### src/rtl/qdac_pkg.sv
package qdac_pkg;
    parameter int NCH_DEF = 4;
    parameter int DW_DEF  = 8;

    localparam int PIN_SCLK   = 0;
    localparam int PIN_SDATA  = 1;
    localparam int PIN_LOAD   = 2;
    localparam int PIN_COMMIT = 3;
    localparam int NPIN       = 4;

    typedef struct packed {
        logic             rng;
        logic [DW_DEF-1:0] code;
    } chan_t;
endpackage

### src/rtl/qdac_pin_sync.sv
module qdac_pin_sync #(
    parameter int N      = 4,
    parameter int STAGES = 2
) (
    input  logic         clk_i,
    input  logic         rst_ni,
    input  logic [N-1:0] pin_i,
    output logic [N-1:0] lvl_o,
    output logic [N-1:0] rise_o,
    output logic [N-1:0] fall_o
);
    typedef struct packed {
        logic [STAGES-1:0][N-1:0] chain;
        logic [N-1:0]             prev;
    } sync_t;

    sync_t st_d, st_q;

    always_comb begin
        st_d          = st_q;
        st_d.chain[0] = pin_i;
        for (int s = 1; s < STAGES; s++) begin
            st_d.chain[s] = st_q.chain[s-1];
        end
        st_d.prev = st_q.chain[STAGES-1];
    end

    always_ff @(posedge clk_i or negedge rst_ni) begin
        if (!rst_ni) st_q <= '0;
        else         st_q <= st_d;
    end

    assign lvl_o  = st_q.chain[STAGES-1];
    assign rise_o = ~st_q.prev & lvl_o;
    assign fall_o = st_q.prev & ~lvl_o;

    AST_FALL_SINGLE: assert property (@(posedge clk_i) disable iff (!rst_ni)
        (fall_o != '0) |=> ((fall_o & $past(fall_o)) == '0));
endmodule

### src/rtl/qdac_shift.sv
module qdac_shift #(
    parameter int WW = 11
) (
    input  logic          clk_i,
    input  logic          rst_ni,
    input  logic          strobe_i,
    input  logic          gate_i,
    input  logic          bit_i,
    output logic [WW-1:0] word_o
);
    typedef struct packed {
        logic [WW-1:0] sr;
    } shift_t;

    shift_t sh_d, sh_q;

    always_comb begin
        sh_d = sh_q;
        if (strobe_i && gate_i) begin
            sh_d.sr = {sh_q.sr[WW-2:0], bit_i};
        end
    end

    always_ff @(posedge clk_i or negedge rst_ni) begin
        if (!rst_ni) sh_q <= '0;
        else         sh_q <= sh_d;
    end

    assign word_o = sh_q.sr;

    AST_NO_SHIFT_GATED: assert property (@(posedge clk_i) disable iff (!rst_ni)
        !(strobe_i && gate_i) |=> $stable(sh_q.sr));
    AST_SHIFT_LAST_BITS: assert property (@(posedge clk_i) disable iff (!rst_ni)
        (strobe_i && gate_i) |=> (sh_q.sr[0] == $past(bit_i)
                                  && sh_q.sr[WW-1:1] == $past(sh_q.sr[WW-2:0])));
endmodule

### src/rtl/qdac_bank.sv
module qdac_bank
    import qdac_pkg::*;
#(
    parameter int NCH = 4,
    parameter int DW  = 8,
    localparam int AW = (NCH > 1) ? $clog2(NCH) : 1,
    localparam int WW = AW + 1 + DW
) (
    input  logic              clk_i,
    input  logic              rst_ni,
    input  logic [WW-1:0]     word_i,
    input  logic              load_fall_i,
    input  logic              commit_lvl_i,
    input  logic              commit_fall_i,
    output logic [NCH*DW-1:0] code_o,
    output logic [NCH-1:0]    range_o
);
    typedef struct packed {
        logic          rng;
        logic [DW-1:0] code;
    } slot_t;

    typedef struct packed {
        slot_t [NCH-1:0] inl;
        slot_t [NCH-1:0] outl;
    } bank_t;

    bank_t bk_d, bk_q;

    logic [AW-1:0] sel;
    slot_t         fresh;

    assign sel        = word_i[WW-1 -: AW];
    assign fresh.rng  = word_i[DW];
    assign fresh.code = word_i[DW-1:0];

    always_comb begin
        bk_d = bk_q;
        if (commit_fall_i) begin
            bk_d.outl = bk_q.inl;
        end
        if (load_fall_i) begin
            for (int c = 0; c < NCH; c++) begin
                if (sel == AW'(c)) begin
                    bk_d.inl[c] = fresh;
                    if (!commit_lvl_i) bk_d.outl[c] = fresh;
                end
            end
        end
    end

    always_ff @(posedge clk_i or negedge rst_ni) begin
        if (!rst_ni) bk_q <= '0;
        else         bk_q <= bk_d;
    end

    for (genvar g = 0; g < NCH; g++) begin : g_out
        assign code_o[g*DW +: DW] = bk_q.outl[g].code;
        assign range_o[g]         = bk_q.outl[g].rng;
    end

    AST_HOLD_STAGED: assert property (@(posedge clk_i) disable iff (!rst_ni)
        (commit_lvl_i && !commit_fall_i) |=> $stable(bk_q.outl));
    AST_COPY_ALL: assert property (@(posedge clk_i) disable iff (!rst_ni)
        (commit_fall_i && !load_fall_i) |=> (bk_q.outl == $past(bk_q.inl)));
    AST_TRANSPARENT: assert property (@(posedge clk_i) disable iff (!rst_ni)
        !commit_lvl_i |=> (bk_q.outl == bk_q.inl));
    AST_LOAD_ONE_SLOT: assert property (@(posedge clk_i) disable iff (!rst_ni)
        !load_fall_i |=> $stable(bk_q.inl));
endmodule

### src/rtl/qdac_frontend.sv
module qdac_frontend
    import qdac_pkg::*;
#(
    parameter int NCH = NCH_DEF,
    parameter int DW  = DW_DEF
) (
    input  logic              sys_clk_i,
    input  logic              sys_rst_ni,
    input  logic              ser_clk_i,
    input  logic              ser_data_i,
    input  logic              ser_load_i,
    input  logic              commit_ni,
    output logic [NCH*DW-1:0] dac_code_o,
    output logic [NCH-1:0]    dac_range_o
);
    localparam int AW = (NCH > 1) ? $clog2(NCH) : 1;
    localparam int WW = AW + 1 + DW;

    logic [NPIN-1:0] pins, lvl, rise, fall;
    logic [WW-1:0]   word;

    assign pins[PIN_SCLK]   = ser_clk_i;
    assign pins[PIN_SDATA]  = ser_data_i;
    assign pins[PIN_LOAD]   = ser_load_i;
    assign pins[PIN_COMMIT] = commit_ni;

    qdac_pin_sync #(.N(NPIN), .STAGES(2)) u_sync (
        .clk_i  (sys_clk_i),
        .rst_ni (sys_rst_ni),
        .pin_i  (pins),
        .lvl_o  (lvl),
        .rise_o (rise),
        .fall_o (fall)
    );

    qdac_shift #(.WW(WW)) u_shift (
        .clk_i    (sys_clk_i),
        .rst_ni   (sys_rst_ni),
        .strobe_i (fall[PIN_SCLK]),
        .gate_i   (lvl[PIN_LOAD]),
        .bit_i    (lvl[PIN_SDATA]),
        .word_o   (word)
    );

    qdac_bank #(.NCH(NCH), .DW(DW)) u_bank (
        .clk_i         (sys_clk_i),
        .rst_ni        (sys_rst_ni),
        .word_i        (word),
        .load_fall_i   (fall[PIN_LOAD]),
        .commit_lvl_i  (lvl[PIN_COMMIT]),
        .commit_fall_i (fall[PIN_COMMIT]),
        .code_o        (dac_code_o),
        .range_o       (dac_range_o)
    );

    logic unused_rise;
    assign unused_rise = ^rise;

    AST_RESET_ZERO: assert property (@(posedge sys_clk_i)
        !sys_rst_ni |=> (dac_code_o == '0 && dac_range_o == '0));
endmodule

### config.mk
export PLATFORM = sky130hd
export DESIGN_NAME = qdac_frontend
export DESIGN_NICKNAME = d
export VERILOG_FILES = /design/src/rtl/qdac_pkg.sv /design/src/rtl/qdac_pin_sync.sv /design/src/rtl/qdac_shift.sv /design/src/rtl/qdac_bank.sv /design/src/rtl/qdac_frontend.sv
export SDC_FILE = /design/constraint.sdc
export NUM_CORES = 1
export LEC_CHECK = 0
export BUFFER_PORTS_ARGS = -buffer_cell sky130_fd_sc_hd__buf_4
export CAP_MARGIN = 20
export CORE_MARGIN = 2
export CORE_UTILIZATION = 35
export DETAILED_ROUTE_END_ITERATION = 10
export PLACE_DENSITY_LB_ADDON = 0.1
export SYNTH_ARGS = -nofsm -noshare
export SYNTH_HDL_FRONTEND = slang
export SYNTH_HIERARCHICAL = 1
export SYNTH_SLANG_ARGS = --single-unit
### constraint.sdc
create_clock -name sys_clk_i -period 1.9 [get_ports sys_clk_i]
set_clock_uncertainty 0.2 [all_clocks]
set_input_delay 0 -clock sys_clk_i [delete_from_list [all_inputs] [get_ports sys_clk_i]]
set_output_delay 0 -clock sys_clk_i [all_outputs]
set_load 0.05 [all_outputs]
==> flow_summary.ini <==
[grt]
antenna_found_initial = 0
grt_pass1_vias = 2134
grt_max_degree = 95
grt_pass1_wl_mm = 12.3
grt_overflow = 0
track_usage_pct = 13.0

[timing]
setup_ws_ns = 0.0395
tightest_slew_ns = 0.497
rsz0062_at_grt = yes
period_needed_ns = 1.86
slew_viol_final = 0
hold_viol = 0
fmax_mhz = 537
slew_headroom_pct = 66.8
setup_viol = 0
post-route-period-util_pct = 97.9
fin_hold_ws_ns = 0.0549

[critical_path]
path_class = reg -> reg
start_kind = flip-flop
r2r_slack_ns = 0.04
cp_max_fo = 9
required_ns = 1.93
end_kind = flip-flop
arrival_ns = 1.89

[final_layout]
area_growth_syn_to_layout_pct = 16.4
final_core_util_pct = 41.4
nets = 303
antenna_cells = 0
drive_gt1_share_pct = 64.9

[worst_hold_path]
hp-class = in -> async

[clock_network]
clk_path_buf_depth = 2
cts_root_buffer = clkbuf_16
worstSkewPairLatency_ns = 0.34
cts_setup_buffers = 0
cts_buffers = 9
cts_tree = done
clk_pin_slew_ns = 0.07
cts_sinks = 94
htree_levels = 3

[die]
num_rows = 40
die_w_um = 114
die_area_um2 = 13000
core_area_um2 = 11900
die_h_um = 114
io_pins = 42
start_util_pct = 35.5

[synth]
syn_avg_cell_area_um2 = 15.3
yosys_warnings = 6
postSynthCellCount = 276
synth_fp_nets = 282
netlist_area_um2 = 4230

[detailed_routing]
avgViaCountPerCell = 4.67
first_pass_iters = 4
vias = 2098
ant_nets = 0
post-route-drc-count = 0
routedWlPerCell_um = 17.4
finalWirelength_mm = 7.80
first_iter_violations = 51

[placed_design]
routabilityCongestion = 0.673
dp_slack_ns = 0.0500
hpwlAfterDp_mm = 4.63
port_buffers = 41

[status]
status = finished clean

[flow_run]
cap_viol_max_count = 0

[power_and_ir_drop]
ir_drop_uv = 466
p_leak_nw = 2.51
p_per_area_nw_per_um2 = 1150
[sequential cells by signal (all words and copies together) (netlist names)]
name / count
u_sync/st_d: 4
u_bank/bk_q: 36
u_shift/word_o: 11
u_bank/range_o: 4
u_sync/st_q: 3
u_bank/code_o: 32
u_sync/lvl_o: 4
[path summary, 6_finish.rpt]
check | from | cells after the start | to
max | u_sync/lvl_o[2] | 3 | u_bank/code_o[6]
min | sys_rst_ni | 3 | u_bank/bk_q[54]
max reg2reg | u_sync/lvl_o[2] | 3 | u_bank/code_o[6]
min reg2reg | u_sync/st_d[11] | 0 | u_sync/lvl_o[3]
max in group asynchronous | sys_rst_ni | 3 | u_bank/bk_q[37]
min in group sys_clk_i | ser_load_i | 2 | u_sync/st_d[10]
[layout by cell type, fill, tap and decap left out, drive strengths merged]
master,instances
nand2,1
clkinvlp,1
clkbuf,10
buf,56
clkinv,3
and2b,3
nand4b,1
nand3b,2
dlygate4sd3,5
nand4bb,2
nor3b,1
bufinv,2
nand3,1
or4b,1
dfrtp,94
mux2,119
[power breakdown]
group          switching [mW]  internal (mW)  total, mW
clock network           0.758           1.15       1.91
registers               0.381           2.27       2.65
logic                   0.538          0.556       1.09
[critical path, stage by stage, from the launching register on]
cell	delay [ns]
dfrtp_1	0.40
and2b_2	0.22
or4b_4	0.58
mux2_4	0.34
[layer usage]
layer | GRT usage (%) | up-vias | routed length, um | part of all wire (%)
li1 | - | 979 | - | -
met4 | 5.37 | 0 | 146 | 1.9
met2 | 19.7 | 28 | 3630 | 47
met5 | 0 | - | 0 | 0
met3 | 3.03 | 12 | 219 | 2.8
met1 | 17.9 | 1079 | 3800 | 49
[what timing repair did]
item	in CTS	in global routing
hold buffers	5	0
endpoints found under the setup margin	0	13
hold endpoints to repair	98	0
gates resized for setup	0	5
[layout make-up]
cell class,instances,area (um2)
Clock buffer,10,229
Clock inverter,6,86.3
Fill cell,1131,6980
Multi-Input combinational cell,131,1530
Sequential cell,94,2350
Tap cell,147,184
Timing Repair Buffer,61,549
[stage by stage]
stage	total power [mW]	cells	setup TNS [ns]	cell area (um2)
floorplan	3.46	276	0	4250
global placement	3.78	427	0	4540
detailed placement	3.80	427	0	4540
CTS	5.74	448	0	4910
global route	5.94	449	-0.0214	4930
finish	5.65	449	0	4930
(Power assumes the default switching activity.)
